--- src/rtl/mul_r4_pkg.sv ---
package mul_r4_pkg;

  // Which multiple of the multiplicand a digit selects.
  typedef enum logic [2:0] {
    MSEL_ZERO,
    MSEL_POS1,
    MSEL_POS2,
    MSEL_POS3,
    MSEL_NEG2,
    MSEL_NEG1
  } mult_sel_e;

  // Lower digits are unsigned (0..3); the top digit is signed (0,+1,-2,-1).
  function automatic mult_sel_e decode_digit(input logic [1:0] code, input logic is_top);
    mult_sel_e sel;
    case (code)
      2'b00:   sel = MSEL_ZERO;
      2'b01:   sel = MSEL_POS1;
      2'b10:   sel = is_top ? MSEL_NEG2 : MSEL_POS2;
      default: sel = is_top ? MSEL_NEG1 : MSEL_POS3;
    endcase
    return sel;
  endfunction

  // Number of registered adder levels for a given digit count.
  function automatic int unsigned tree_levels(input int unsigned digits);
    return (digits <= 1) ? 0 : $clog2(digits);
  endfunction

  // Triple stage + adder levels + output register.
  function automatic int unsigned pipe_latency(input int unsigned width);
    return 2 + tree_levels(width / 2);
  endfunction

  // Node index where tree level k begins (level 0 = leaves).
  function automatic int unsigned level_offset(input int unsigned leaves, input int unsigned k);
    return 2 * leaves - 2 * (leaves >> k);
  endfunction

endpackage

--- src/rtl/mul_r4_x3_stage.sv ---
module mul_r4_x3_stage #(
  parameter int N = 8
) (
  input  logic         clk,
  input  logic [N-1:0] in_a,
  input  logic [N-1:0] in_b,
  output logic [N-1:0] a_q,
  output logic [N+1:0] a3_q,
  output logic [N-1:0] b_q
);

  // Three times the multiplicand, built as A + 2A, sign-extended to N+2 bits.
  function automatic logic [N+1:0] triple(input logic [N-1:0] a);
    logic [N+1:0] one_x;
    logic [N+1:0] two_x;
    one_x = {a[N-1], a[N-1], a};
    two_x = {a[N-1], a, 1'b0};
    return one_x + two_x;
  endfunction

  // Data registers carry no reset.
  always_ff @(posedge clk) begin
    a_q  <= in_a;
    a3_q <= triple(in_a);
    b_q  <= in_b;
  end

endmodule

--- src/rtl/mul_r4_digit_mux.sv ---
module mul_r4_digit_mux
  import mul_r4_pkg::*;
#(
  parameter int N      = 8,
  parameter int W      = 2 * N,
  parameter int LEAVES = 4
) (
  input  logic [N-1:0]        a_q,
  input  logic [N+1:0]        a3_q,
  input  logic [N-1:0]        b_q,
  output logic [LEAVES*W-1:0] leaves
);

  localparam int DIGITS = N / 2;

  logic signed [N-1:0] a_s;
  logic signed [N+1:0] a3_s;
  logic [W-1:0]        a_w;
  logic [W-1:0]        a3_w;

  assign a_s  = a_q;
  assign a3_s = a3_q;
  assign a_w  = W'(a_s);
  assign a3_w = W'(a3_s);

  // Negative multiples are formed at full result width, so -2A never overflows.
  function automatic logic [W-1:0] pick(input mult_sel_e sel,
                                        input logic [W-1:0] one_x,
                                        input logic [W-1:0] three_x);
    logic [W-1:0] r;
    case (sel)
      MSEL_POS1: r = one_x;
      MSEL_POS2: r = one_x << 1;
      MSEL_POS3: r = three_x;
      MSEL_NEG2: r = '0 - (one_x << 1);
      MSEL_NEG1: r = '0 - one_x;
      default:   r = '0;
    endcase
    return r;
  endfunction

  for (genvar d = 0; d < LEAVES; d++) begin : g_digit
    if (d < DIGITS) begin : g_used
      mult_sel_e sel;
      assign sel = decode_digit(b_q[2*d +: 2], (d == DIGITS - 1));
      // Alignment by 2*d is wiring only.
      assign leaves[d*W +: W] = pick(sel, a_w, a3_w) << (2 * d);
    end else begin : g_pad
      assign leaves[d*W +: W] = '0;
    end
  end

endmodule

--- src/rtl/mul_r4_add_level.sv ---
module mul_r4_add_level #(
  parameter int W         = 16,
  parameter int COUNT_OUT = 2
) (
  input  logic                     clk,
  input  logic [2*COUNT_OUT*W-1:0] in_bus,
  output logic [COUNT_OUT*W-1:0]   out_bus
);

  for (genvar j = 0; j < COUNT_OUT; j++) begin : g_node
    always_ff @(posedge clk) begin
      out_bus[j*W +: W] <= in_bus[(2*j)*W +: W] + in_bus[(2*j+1)*W +: W];
    end
  end

endmodule

--- src/rtl/mul_r4_top.sv ---
module mul_r4_top
  import mul_r4_pkg::*;
#(
  parameter int N = 8
) (
  input  logic                  clk,
  input  logic                  rst,
  input  logic                  in_valid,
  input  logic signed [N-1:0]   in_a,
  input  logic signed [N-1:0]   in_b,
  output logic                  out_valid,
  output logic signed [2*N-1:0] out_product
);

  localparam int W      = 2 * N;
  localparam int DIGITS = N / 2;
  localparam int LEVELS = int'(tree_levels(DIGITS));
  localparam int LEAVES = 1 << LEVELS;
  localparam int NODES  = 2 * LEAVES - 1;
  localparam int LAT    = int'(pipe_latency(N));

  // Named internal wires, also observed by the bound checker.
  logic [N-1:0]       a_q;
  logic [N+1:0]       a3_q;
  logic [N-1:0]       b_q;
  logic [W-1:0]       top_leaf;
  logic [NODES*W-1:0] tree_bus;
  logic [LAT-1:0]     vpipe;

  mul_r4_x3_stage #(.N(N)) x3_i (
    .clk  (clk),
    .in_a (in_a),
    .in_b (in_b),
    .a_q  (a_q),
    .a3_q (a3_q),
    .b_q  (b_q)
  );

  mul_r4_digit_mux #(.N(N), .W(W), .LEAVES(LEAVES)) mux_i (
    .a_q    (a_q),
    .a3_q   (a3_q),
    .b_q    (b_q),
    .leaves (tree_bus[0 +: LEAVES*W])
  );

  assign top_leaf = tree_bus[(DIGITS-1)*W +: W];

  for (genvar k = 0; k < LEVELS; k++) begin : g_level
    localparam int OFF_IN  = int'(level_offset(LEAVES, k));
    localparam int OFF_OUT = int'(level_offset(LEAVES, k + 1));
    localparam int CNT_OUT = LEAVES >> (k + 1);
    mul_r4_add_level #(.W(W), .COUNT_OUT(CNT_OUT)) lvl_i (
      .clk     (clk),
      .in_bus  (tree_bus[OFF_IN*W +: 2*CNT_OUT*W]),
      .out_bus (tree_bus[OFF_OUT*W +: CNT_OUT*W])
    );
  end

  always_ff @(posedge clk) begin
    out_product <= tree_bus[(NODES-1)*W +: W];
  end

  // Valid pipeline, the only state cleared by reset.
  always_ff @(posedge clk) begin
    if (rst) vpipe <= '0;
    else     vpipe <= {vpipe[LAT-2:0], in_valid};
  end

  assign out_valid = vpipe[LAT-1];

endmodule

--- config.mk ---
export PLATFORM = sky130hd
export DESIGN_NAME = mul_r4_top
export DESIGN_NICKNAME = d
export VERILOG_FILES = /design/src/rtl/mul_r4_pkg.sv /design/src/rtl/mul_r4_x3_stage.sv /design/src/rtl/mul_r4_digit_mux.sv /design/src/rtl/mul_r4_add_level.sv /design/src/rtl/mul_r4_top.sv
export SDC_FILE = /design/constraint.sdc
export NUM_CORES = 1
export LEC_CHECK = 0
export CAP_MARGIN = 20
export CORE_ASPECT_RATIO = 0.75
export CORE_MARGIN = 4
export CORE_UTILIZATION = 50
export DETAILED_ROUTE_END_ITERATION = 8
export PLACE_DENSITY = 0.73
export SYNTH_ARGS = -nofsm -noshare
export SYNTH_HDL_FRONTEND = slang
export SYNTH_SLANG_ARGS = --single-unit
export TNS_END_PERCENT = 1
--- constraint.sdc ---
create_clock -name clk -period 2.8 [get_ports clk]
set_input_delay 0.56 -clock clk [delete_from_list [all_inputs] [get_ports clk]]
set_output_delay 0.56 -clock clk [all_outputs]
set_load 0.01 [all_outputs]
## Word-level counts from Yosys, hierarchy flattened

Index checks and enable logic that the tools add are counted.

| cells by class | value |
|---|---|
| $add $sub $neg | 6 |
| reductions and logical operators | 4 |
| equal/unequal tests | 28 |
| mux-type cells | 8 |

Operators by type and width:

| operator | count |
|---|---|
| one-hot mux 16 bit (5 select lines) | 1 |
| one-hot mux 14 bit (5 select lines) | 1 |
| one-hot mux 12 bit (5 select lines) | 1 |
| one-hot mux 10 bit (5 select lines) | 1 |
| adder 16 bit | 3 |
| one-hot mux 2 bit (3 select lines) | 3 |
| equality test 2 bit (second input constant) | 8 |
| equality test 2 x 1 -> 1 bit (second input constant) | 6 |
| equality test 2 x 3 -> 1 bit (second input constant) | 4 |
| equality test 3 x 2 -> 1 bit (second input constant) | 4 |
| equality test 3 bit (second input constant) | 4 |
| adder 8 x 9 -> 10 bit | 1 |
| subtractor 1 x 9 -> 10 bit (first input constant) | 1 |
| one-hot mux 3 bit (3 select lines) | 1 |
| subtractor 1 x 8 -> 9 bit (first input constant) | 1 |
| zero test 2 bit | 4 |
| equality test 3 x 1 -> 1 bit (second input constant) | 2 |

| storage, ports and cells | value |
|---|---|
| word-level logic and storage cells | 54 |
| output and inout port bits | 17 |
| input bits | 19 |
| register bits after elaboration | 94 |

## Depth between registers and ports, before layout

Gate-level depths: netlist (run 1).

| logic depth | value |
|---|---|
| word-level depth | 5 |
| mapped depth | 12 |
| depth with buffers taken out | 12 |

## By module

From an unflattened synthesis (run 1), not the netlist that was laid out.

| second synthesis, totals | value |
|---|---|
| cells, all modules | 576 |
| area, all modules | 5459.0 um^2 |

By module, submodules not included:

| module | sequential area each (um^2) | cells an instance | instances | area each (um^2) |
|---|---|---|---|---|
| mul_r4_add_level (g_level[0].lvl_i) | 640.6 | 201 | 1 | 1930.6 |
| mul_r4_add_level (g_level[1].lvl_i) | 320.3 | 123 | 1 | 1173.6 |
| mul_r4_digit_mux | 0.0 | 165 | 1 | 1147.4 |
| mul_r4_x3_stage | 480.5 | 63 | 1 | 782.0 |
| mul_r4_top | 400.4 | 24 | 1 | 425.4 |

## Worst setup path before layout (run 1)

Ideal clock, no wire load.

| path | value |
|---|---|
| path kind | register to register |
| from | register x3_i.a_q[3] |
| to | register g_level[0].lvl_i.out_bus[30] |
| setup slack | -149 ps |
| arrival | 2825 ps |
| required time | 2677 ps |
| clock period less this slack | 2949 ps |
| cell stages (with the launch flop) | 13 |
| path buffers | 2 |
| library setup time | 123 ps |
| cell sequence | dfxtp_1 > buf_6 > or4_1 > clkbuf_1 > nor3b_1 > a221o_2 > a32o_1 > ha_1 > and3_1 > a221o_1 > nor3_1 > o21bai_1 > xor2_1 |

| on the way | value |
|---|---|
| longest elaborated chain between the ends | 3 |
| elaborated cells between the ends (all ways) | 5 |
| those cells by class | add/sub (3); mux (2) |

Ends and longest elaborated chain:

| what | line | source |
|---|---|---|
| from (decl) | mul_r4_x3_stage.sv:7 | `output logic [N-1:0] a_q,` |
| from (signal assigned) | mul_r4_x3_stage.sv:23 | `a_q <= in_a;` |
| subtractor 1 x 9 -> 10 bit or subtractor 1 x 8 -> 9 bit (tied branches) | mul_r4_digit_mux.sv:35, mul_r4_digit_mux.sv:36 |  |
| one-hot mux 12 bit (5 select lines) or one-hot mux 10 bit (5 select lines) (tied branches) | mul_r4_digit_mux.sv:31 | `case (sel)` |
| adder 16 bit * | mul_r4_add_level.sv:12 | `out_bus[j*W +: W] <= in_bus[(2*j)*W +: W] + in_bus[(2*j+1)*W +: W];` |
| to (signal, indexed assignment) | mul_r4_add_level.sv:12 |  |
| to (decl) | mul_r4_add_level.sv:7 | `output logic [COUNT_OUT*W-1:0] out_bus` |

Mark *: on every way between the ends. The rest lies on a longest branch, timed or not.
A chain may end at the register's enable or synchronous reset.

## Final worst setup path (run 1)

| path | value |
|---|---|
| from | register x3_i.a_q[1] |
| to | register g_level[0].lvl_i.out_bus[30] |

The elaborated chain is that of the path after synthesis.

==> metrics.txt, run 1 <==
status completed; number of buffers added by the clock tree synthesis step 9; number of storage elements in the synthesis netlist 88; met3 wire len 530 µm; worst hold path stage count 0; nets in the synthesized netlist 498; cell type contributing the most total cell area after synthesis sky130_fd_sc_hd__dfxtp_1; Die Area 0.0101 mm²; Pint 3060 µW; die height 88.0 µm; final core occ 0.654; maximum number of pins on one net before global-route repair 17; average routed wire per standard cell 14.1 µm; number of standard-cell rows in the floorplan 28; clock share of power 0.282; setup clock skew after layout 0.00525 ns; global router's overall resource usage 0.187; transition at the pin with the smallest max-transition slack 0.537 ns; number of I/O pins 36; hold buffers post-CTS 0; shortest period the worst path allows 2.76 ns; crit path capture type flop; ANT nets after route 0; DR top layer met4; Routed met1 length 3.96 mm; min-delay worst type reg -> reg; Flop pwr share 0.399; Final Max Tran Viols 0; clock tree from TritonCTS built; via count 3271; number of H-tree levels 3; clock slew seen by the registers of the worst setup and hold paths 0.06 ns; buffer depth of the longest clock path 2; post-synthesis cell area 0.00427 mm²; count of flip-flops with a built-in enable after synthesis 0; routed length on met2 3.96 mm; Combinational Power Share 0.319; insertion delay of the later-clocked pin in the worst-skew pair 0.35 ns; area share of the largest cell type after synthesis 0.413; Yosys warning total 0; Worst setup SP type flop; CTS Sinks 88; count of mapped cells out of synthesis 437; share of total power consumed by net switching 0.297; final setup vio count 0; biggest area contributors in the synthesized netlist sky130_fd_sc_hd__dfxtp_1 (41%), sky130_fd_sc_hd__ha_1 (11%), sky130_fd_sc_hd__a22o_1 (4.3%), sky130_fd_sc_hd__xnor2_1 (4.3%), sky130_fd_sc_hd__mux2_2 (4.2%); ratio of cells with drive above 1 in the final layout 0.175; routability congestion estimate from global placement 0.903; fraction of synthesis flops using an asynchronous set or reset pin 0; arrival time of the worst setup path 2.99 ns; worst IR drop on VDD 0.698 mV; Chip Width 115 µm; Period Utilization, post-route 0.985; number of global-route vias before repair 3243; initial detailed-routing violation count 201; Max Cap Viol 0; maximum net fanout on the critical path 4; setup repair after global routing missed its margin yes; Synth Area per Inst 9.76 µm²; aggregate global routing overflow 0; crit path kind reg -> reg; leading cell type by number of instances after synthesis sky130_fd_sc_hd__dfxtp_1; core area 0.00809 mm²; share of the yosys chip area belonging to registers 0.413; placed wire-length estimate after detailed placement 6.50 mm; switching power total 1290 µW; final setup TNS 0 ns; signed area change from the synthesized netlist to the final layout 24.0%; Residual DRC 0; fill cell total of the finished layout 645; library cells used by synthesis 50; synth cell count leaders sky130_fd_sc_hd__dfxtp_1 (88), sky130_fd_sc_hd__ha_1 (38), sky130_fd_sc_hd__nand2_1 (31); post-layout net count 559; effective utilization at floorplan 0.527; Critical Path RT 3.03 ns; antenna violations before repair 0; Achievable Freq 362 MHz; CTS root buffer sky130_fd_sc_hd__clkbuf_16; number of endpoints with negative hold slack in the final report 0; drt pass-1 iters 4; first-pass GRT wire length 14.8 mm; Detailed Route WL 8.57 mm; P_leak 0.00231 µW; power density of the placed cells 824 mW/mm²; number of vias per cell 5.38; number of port buffers 35; Primary FF master, synth sky130_fd_sc_hd__dfxtp_1; Max transition margin 0.642; depth of the worst register-to-register path 10; diode count 0
-- cell type report --
type	instances	area (µm²)	area share
Tap cell	105	131	0.0248
Sequential cell	88	1770	0.334
Multi-Input combinational cell	313	2410	0.456
Timing Repair Buffer	68	598	0.113
Clock inverter	6	75.1	0.0142
Inverter	18	67.6	0.0128
Clock buffer	10	239	0.0452
-- power by group through the flow --
stage               Clock (µW)  Sequential, µW  Combinational [µW]
floorplan                    0            1760                 888
global placement             0            1750                1330
detailed placement           0            1770                1360
CTS                       1260            1740                1380
global route              1320            1770                1560
finish                    1230            1740                1390
-- repair_timing --
| item | 4_1_cts | 5_1_grt |
|---|---|---|
| gates resized for setup | 7 | 9 |
| endpoints found under the setup margin | 2 | 5 |
| setup buffers | 1 | 0 |
| pin swaps | 1 | 5 |
-- worst max-delay path, cell delays in order, from the launching register on --
cell and delay (ns):
sky130_fd_sc_hd__dfxtp_4 0.36, sky130_fd_sc_hd__or4_4 0.52, sky130_fd_sc_hd__nor3b_1 0.16, sky130_fd_sc_hd__a221o_2 0.31, sky130_fd_sc_hd__a32o_2 0.24, sky130_fd_sc_hd__ha_4 0.22
sky130_fd_sc_hd__and3_1 0.17, sky130_fd_sc_hd__a221o_1 0.32, sky130_fd_sc_hd__nor3_2 0.11, sky130_fd_sc_hd__o21bai_1 0.10, sky130_fd_sc_hd__xor2_1 0.14
-- cells by family (layout without fill, tap and decap cells) --
| kind of cell | after synthesis | after routing | share of synthesized area |
|---|---|---|---|
| mux | 18 | 18 | 0.0469 |
| flops | 88 | 88 | 0.413 |
| fa+ha+maj | 42 | 42 | 0.130 |
| buf+inv | 36 | 102 | 0.0352 |
| compound gates | 109 | 109 | 0.176 |
| xor+xnor | 35 | 35 | 0.0719 |
| simple gates | 109 | 109 | 0.127 |
-- stage by stage --
stage          area, µm²  cells  power (µW)  setup WS [ns]  hold slack (ns)
3_5_place_dp        4920    591        3130        -0.0812            0.312
6_report            5290    608        4360         0.0413            0.323
4_1_cts             5250    608        4380       -0.00136            0.325
3_3_place_gp        4920    591        3080       -0.00338            0.310
2_1_floorplan       4280    437        2650        -0.0499            0.310
5_1_grt             5290    608        4650        -0.0685            0.326
-- per-layer routing --
layer,GRT usage,vias to the layer above
met4,0.0550,0
met2,0.305,73
met1,0.233,1518
li1,-,1673
met3,0.0704,7
met5,0,-
-- placed cells by master (no fill, tap or decap), drive strengths merged, types with 2 or more instances in the layout --
cell type,netlist,routed
nor4,2,2
nor2b,18,18
nand2,31,31
nor3,2,2
inv,17,20
dfxtp,88,88
a22o,23,23
o21ai,30,30
o211ai,4,4
mux2,16,16
and3,4,4
nor2,22,22
fa,4,4
xor2,14,14
nand2b,4,4
o21a,3,3
o21bai,3,3
a211oi,2,2
o31ai,3,3
o41ai,2,2
mux2i,2,2
xnor2,21,21
buf,3,33
clkbuf,15,10
a221o,2,2
o2111ai,3,3
and2,3,3
clkinv,1,2
nand3,14,14
or3,5,5
a21o,6,6
a21oi,20,20
clkdlybuf4s50,0,35
ha,38,38
-- sequential cells by signal, indices dropped and copies added, names as in the netlist --
register,count
g_level.lvl_i.out_bus,44
vpipe,4
out_product,16
x3_i.a_q,7
x3_i.b_q,8
x3_i.a3_q,9
-- path summary, 6_finish.rpt --
check / start / endpoint / slack [ns]
setup / recovery: x3_i.a_q[1]$_DFF_P_ / g_level[0].lvl_i.out_bus[30]$_DFF_P_ / 0.04
hold / removal: g_level[1].lvl_i.out_bus[2]$_DFF_P_ / out_product[2]$_DFF_P_ / 0.32
setup reg to reg: x3_i.a_q[1]$_DFF_P_ / g_level[0].lvl_i.out_bus[30]$_DFF_P_ / 0.04
hold reg to reg: g_level[1].lvl_i.out_bus[2]$_DFF_P_ / out_product[2]$_DFF_P_ / 0.32
(Power assumes the default switching activity.)
==> inputs of run 2 (changes only) <==
CTS_CLUSTER_DIAMETER = 150   (was default)
PLACE_DENSITY = 0.7   (was 0.73)
clock period = 2.78 ns   (was 2.8 ns; I/O delays follow)
==> metrics.txt, run 2 (synthesized netlist as in run 1, its figures left out) <==
Chip Width 115 µm (unchanged); max reg flops 44 (unchanged); setup slack after placement -0.0624 ns (was -0.0812 ns); setup clock skew after layout 0.00544 ns (was 0.00525 ns); core area 0.00809 mm² (unchanged); clock tree from TritonCTS built (unchanged); Final Max Tran Viols 0 (unchanged); ANT nets after route 0 (unchanged); commonest non-fill, non-tap cell in the layout sky130_fd_sc_hd__dfxtp_1 (unchanged); initial detailed-routing violation count 170 (was 201); setup repair after global routing missed its margin yes (unchanged); drt pass-1 iters 5 (was 4); Die Area 0.0101 mm² (unchanged); aggregate global routing overflow 0 (unchanged); largest registers g_level.lvl_i.out_bus: 44 flops, out_product: 16 flops, x3_i.a3_q: 9 flops (unchanged); number of standard-cell rows in the floorplan 28 (unchanged); Detailed Route WL 8.70 mm (was 8.57 mm); die height 88.0 µm (unchanged); worst IR drop on VDD 0.626 mV (was 0.698 mV); transition at the pin with the smallest max-transition slack 0.611 ns (was 0.537 ns); Period Utilization, post-route 1.01 (was 0.985); diode count 0 (unchanged); Worst setup SP type flop (unchanged); shortest period the worst path allows 2.82 ns (was 2.76 ns); clock slew seen by the registers of the worst setup and hold paths 0.06 ns (about the same); antenna violations before repair 0 (unchanged); post-layout power 4420 µW (was 4360 µW); crit path capture type flop (unchanged); fin worst setup slack -0.0380 ns (was 0.0413 ns); number of global-route vias before repair 3226 (was 3243); CTS root buffer sky130_fd_sc_hd__clkbuf_16 (unchanged); signed area change from the synthesized netlist to the final layout 24.5% (was 24.0%); Max transition margin 0.592 (was 0.642); Max Cap Viol 0 (unchanged); first-pass GRT wire length 14.5 mm (was 14.8 mm); buffer depth of the longest clock path 2 (unchanged); global router's overall resource usage 0.184 (was 0.187); Achievable Freq 355 MHz (was 362 MHz); hold buffers post-CTS 0 (unchanged); via count 3292 (was 3271); ratio of cells with drive above 1 in the final layout 0.177 (was 0.175); insertion delay of the later-clocked pin in the worst-skew pair 0.34 ns (was 0.35 ns); final setup vio count 1 (was 0); placed wire-length estimate after detailed placement 6.54 mm (was 6.50 mm); number of I/O pins 36 (unchanged); number of vias per cell 5.41 (was 5.38); arrival time of the worst setup path 3.04 ns (was 2.99 ns); routability congestion estimate from global placement 0.836 (was 0.903); Residual DRC 0 (unchanged); status complete, but fails checks (was completed); P_leak 0.00231 µW (about the same); effective utilization at floorplan 0.527 (unchanged); CTS Sinks 88 (unchanged); post-layout net count 560 (was 559); min-delay worst type reg -> reg (unchanged); number of endpoints with negative hold slack in the final report 0 (unchanged); power density of the placed cells 832 mW/mm² (was 824 mW/mm²); register containing the most flip-flops in the final layout g_level.lvl_i.out_bus (unchanged); commonest cells after routing, fill and taps aside sky130_fd_sc_hd__dfxtp_1 (84), sky130_fd_sc_hd__ha_1 (36), sky130_fd_sc_hd__clkdlybuf4s50_1 (35), sky130_fd_sc_hd__buf_4 (34), sky130_fd_sc_hd__nand2_1 (31) (was sky130_fd_sc_hd__dfxtp_1 (86), sky130_fd_sc_hd__ha_1 (36), sky130_fd_sc_hd__clkdlybuf4s50_1 (35), sky130_fd_sc_hd__buf_4 (33), sky130_fd_sc_hd__nand2_1 (31)); number of buffers added by the clock tree synthesis step 9 (unchanged); Critical Path RT 3.00 ns (was 3.03 ns); crit path kind reg -> reg (unchanged); maximum number of pins on one net before global-route repair 16 (was 17); number of H-tree levels 3 (unchanged); number of port buffers 35 (unchanged); maximum net fanout on the critical path 4 (unchanged); violated checks setup timing; average routed wire per standard cell 14.3 µm (was 14.1 µm); post-CTS repair timing setup buffer count 0 (was 1)
-- run 2: cell types whose count changed in the layout (fill, tap and decap cells not counted), sizes merged --
cell | previous run | this run
inv | 20 | 18
buf | 33 | 34
bufinv | 1 | 2
clkbuf | 10 | 9
clkinvlp | 1 | 2
-- run 2: what timing repair did --
action                                  4_1_cts  5_1_grt
resized for setup                             7       14
endpoints found under the setup margin        3        8
pin swaps                                     5        4
-- run 2: power breakdown --
part           total [µW]  switching (µW)  internal [µW]
clock network        1260             479            785
logic                1420             677            741
registers            1740             125           1610
-- run 2: metrics by stage --
step | utilization | cell area [µm²] | hold WS, ns | setup TNS [ns] | instances
floorplan | - | 4280 | 0.310 | -0.0699 | 437
global placement | 0.610 | 4930 | 0.310 | 0 | 593
detailed placement | 0.610 | 4930 | 0.312 | -0.0624 | 593
CTS | 0.650 | 5260 | 0.324 | -0.0772 | 608
global route | 0.656 | 5310 | 0.331 | -0.154 | 608
finish | 0.656 | 5310 | 0.324 | -0.0380 | 608
-- run 2: final cells by class --
type / count / area [µm²]
fillers: 648 / 2780
multi-input cells: 313 / 2420
clock inverters: 6 / 92.6
well taps: 105 / 131
inverters: 18 / 67.6
flip-flops and latches: 88 / 1770
repair buffers: 69 / 606
clock buffers: 9 / 225
-- run 2: worst max-delay path: stages (launching register included) --
cell                       delay (ns)
sky130_fd_sc_hd__dfxtp_4         0.35
sky130_fd_sc_hd__or4_4           0.53
sky130_fd_sc_hd__nor3b_1         0.15
sky130_fd_sc_hd__a221o_2         0.31
sky130_fd_sc_hd__a32o_2          0.24
sky130_fd_sc_hd__ha_4            0.23
sky130_fd_sc_hd__and3_1          0.18
sky130_fd_sc_hd__a221o_1         0.33
sky130_fd_sc_hd__nor3_2          0.13
sky130_fd_sc_hd__o21bai_1        0.10
sky130_fd_sc_hd__xor2_1          0.15
-- run 2: path summary, 6_finish.rpt --
kind	depth (start not counted)	from	end	slack, ns
hold / removal	0	g_level[0].lvl_i.out_bus[3]$_DFF_P_	g_level[1].lvl_i.out_bus[3]$_DFF_P_	0.32
hold reg to reg	0	g_level[0].lvl_i.out_bus[3]$_DFF_P_	g_level[1].lvl_i.out_bus[3]$_DFF_P_	0.32
setup reg to reg	10	x3_i.a_q[0]$_DFF_P_	g_level[0].lvl_i.out_bus[30]$_DFF_P_	-0.04
setup / recovery	10	x3_i.a_q[0]$_DFF_P_	g_level[0].lvl_i.out_bus[30]$_DFF_P_	-0.04
-- run 2: routing by layer --
layer | part of all wire | track usage | vias to the layer above | routed length, µm
met4 | 0.018 | 0.0701 | 0 | 160
li1 | - | - | 1670 | -
met2 | 0.47 | 0.312 | 78 | 4090
met1 | 0.46 | 0.221 | 1529 | 3980
met3 | 0.054 | 0.0580 | 15 | 473
met5 | 0 | 0 | - | 0
==> inputs of run 3 (changes only) <==
MAX_ROUTING_LAYER = met4   (was default)
==> metrics.txt, run 3 (synthesized netlist as in run 1, its figures left out) <==
antenna violations before repair 0 (unchanged); CTS Sinks 88 (unchanged); via count 3286 (was 3292); hold buffers post-CTS 0 (unchanged); number of vias per cell 5.40 (was 5.41); number of standard-cell rows in the floorplan 28 (unchanged); setup repair after global routing missed its margin yes (unchanged); setup clock skew after layout 0.00460 ns (was 0.00544 ns); clock slew seen by the registers of the worst setup and hold paths 0.06 ns (about the same); first-pass GRT wire length 15.0 mm (was 14.5 mm); number of port buffers 35 (unchanged); crit path kind reg -> reg (unchanged); number of global-route vias before repair 3305 (was 3226); signed area change from the synthesized netlist to the final layout 23.6% (was 24.5%); CTS root buffer sky130_fd_sc_hd__clkbuf_16 (unchanged); worst flop-to-flop path startpoint x3_i.a_q[0]$_DFF_P_ (unchanged); number of endpoints with negative hold slack in the final report 0 (unchanged); diode count 0 (unchanged); final setup vio count 1 (unchanged); Combinational Power Share 0.323 (was 0.321); post-layout power 4360 µW (was 4420 µW); final setup TNS -0.000885 ns (was -0.0380 ns); Achievable Freq 360 MHz (was 355 MHz); number of I/O pins 36 (unchanged); critical path launch point x3_i.a_q[0]$_DFF_P_ (unchanged); fill cell total of the finished layout 655 (was 648); maximum net fanout on the critical path 4 (unchanged); depth of the worst register-to-register path 10 (unchanged); switching power total 1300 µW (was 1280 µW); power density of the placed cells 827 mW/mm² (was 832 mW/mm²); aggregate global routing overflow 0 (unchanged); Pint 3060 µW (was 3140 µW); largest registers g_level.lvl_i.out_bus: 44 flops, out_product: 16 flops, x3_i.a3_q: 9 flops (unchanged); final non-filler cell total 608 (unchanged); routability congestion estimate from global placement 0.865 (was 0.836); fin worst setup slack -0.000885 ns (was -0.0380 ns); insertion delay of the later-clocked pin in the worst-skew pair 0.34 ns (about the same); shortest period the worst path allows 2.78 ns (was 2.82 ns); P_leak 0.00230 µW (was 0.00231 µW); average routed wire per standard cell 14.3 µm (about the same); ratio of cells with drive above 1 in the final layout 0.173 (was 0.177); core area 0.00809 mm² (unchanged); transition at the pin with the smallest max-transition slack 0.557 ns (was 0.611 ns); placed wire-length estimate after detailed placement 6.57 mm (was 6.54 mm); Max transition margin 0.628 (was 0.592); post-layout net count 559 (was 560); Residual DRC 0 (unchanged); commonest cells after routing, fill and taps aside sky130_fd_sc_hd__dfxtp_1 (85), sky130_fd_sc_hd__ha_1 (35), sky130_fd_sc_hd__clkdlybuf4s50_1 (35), sky130_fd_sc_hd__buf_4 (33), sky130_fd_sc_hd__nand2_1 (31) (was sky130_fd_sc_hd__dfxtp_1 (84), sky130_fd_sc_hd__ha_1 (36), sky130_fd_sc_hd__clkdlybuf4s50_1 (35), sky130_fd_sc_hd__buf_4 (34), sky130_fd_sc_hd__nand2_1 (31)); share of total power consumed by net switching 0.299 (was 0.290); effective utilization at floorplan 0.527 (unchanged); setup slack after placement -0.0343 ns (was -0.0624 ns); worst hold path stage count 0 (unchanged); status complete, but fails checks (unchanged); clock tree from TritonCTS built (unchanged); Max Cap Viol 0 (unchanged); Flop pwr share 0.399 (was 0.393); hold path startpoint g_level[1].lvl_i.out_bus[3]$_DFF_P_ (was g_level[0].lvl_i.out_bus[3]$_DFF_P_); worst IR drop on VDD 0.660 mV (was 0.626 mV); die height 88.0 µm (unchanged); violated checks setup timing (unchanged); min-delay worst type reg -> reg (unchanged); global router's overall resource usage 0.195 (was 0.184); arrival time of the worst setup path 3.01 ns (was 3.04 ns); Cells after DPL 592 (was 593); Period Utilization, post-route 1.00 (was 1.01); Chip Width 115 µm (unchanged); Critical Path RT 3.01 ns (was 3.00 ns); initial detailed-routing violation count 192 (was 170); Detailed Route WL 8.72 mm (was 8.70 mm); Worst setup SP type flop (unchanged); number of buffers added by the clock tree synthesis step 9 (unchanged); crit path capture type flop (unchanged); register containing the most flip-flops in the final layout g_level.lvl_i.out_bus (unchanged); max reg flops 44 (unchanged); number of H-tree levels 3 (unchanged); drt pass-1 iters 4 (was 5); Die Area 0.0101 mm² (unchanged); buffer depth of the longest clock path 2 (unchanged); maximum number of pins on one net before global-route repair 17 (was 16); post-CTS repair timing setup buffer count 0 (unchanged); clock share of power 0.278 (was 0.286); commonest non-fill, non-tap cell in the layout sky130_fd_sc_hd__dfxtp_1 (unchanged); Final Max Tran Viols 0 (unchanged); ANT nets after route 0 (unchanged)
[run 3: layer usage]
metal | global-route usage | wire [µm] | vias up
met5 | - | 0 | -
met4 | 0.0572 | 133 | 0
met3 | 0.0704 | 554 | 15
met2 | 0.305 | 4010 | 86
met1 | 0.236 | 4020 | 1508
li1 | - | - | 1677
[run 3: area by class of cell]
cell class | count | area [µm²] | area share
Inverter | 18 | 67.6 | 0.0128
Clock inverter | 7 | 78.8 | 0.0150
Timing Repair Buffer | 68 | 598 | 0.113
Multi-Input combinational cell | 313 | 2400 | 0.456
Clock buffer | 9 | 225 | 0.0427
Tap cell | 105 | 131 | 0.0249
Sequential cell | 88 | 1770 | 0.335
[run 3: stage by stage]
stage	hold slack, ns	util	area, µm²
after floorplan	0.310	-	4280
after global placement	0.310	0.609	4930
after detailed placement	0.312	0.609	4930
after CTS	0.324	0.648	5250
after global routing	0.329	0.651	5270
final	0.322	0.651	5270
[run 3: timing repair]
item | in CTS | in global routing
cloned | 0 | 0
pin swaps | 2 | 2
endpoints found under the setup margin | 4 | 7
gates resized for setup | 6 | 11
[run 3: final timing paths]
| check | slack, ns | to |
|---|---|---|
| hold reg to reg | 0.32 | out_product[3]$_DFF_P_ |
| hold / removal | 0.32 | out_product[3]$_DFF_P_ |
| setup / recovery | -0.0009 | g_level[0].lvl_i.out_bus[30]$_DFF_P_ |
| setup reg to reg | -0.0009 | g_level[0].lvl_i.out_bus[30]$_DFF_P_ |
[run 3: worst max-delay path: stages, from the launching register on]
cell and delay, ns:
sky130_fd_sc_hd__dfxtp_2 0.34, sky130_fd_sc_hd__or4_4 0.54, sky130_fd_sc_hd__nor3b_1 0.16, sky130_fd_sc_hd__a221o_2 0.30
sky130_fd_sc_hd__a32o_2 0.24, sky130_fd_sc_hd__ha_4 0.22, sky130_fd_sc_hd__and3_1 0.18, sky130_fd_sc_hd__a221o_1 0.35
sky130_fd_sc_hd__nor3_2 0.11, sky130_fd_sc_hd__o21bai_1 0.08, sky130_fd_sc_hd__xor2_1 0.14
[run 3: power by group through the flow]
stage,Sequential [µW],Combinational (µW),Clock [µW]
floorplan,1770,894,0
global placement,1760,1350,0
detailed placement,1770,1390,0
CTS,1740,1410,1240
global route,1780,1570,1300
finish,1740,1410,1210
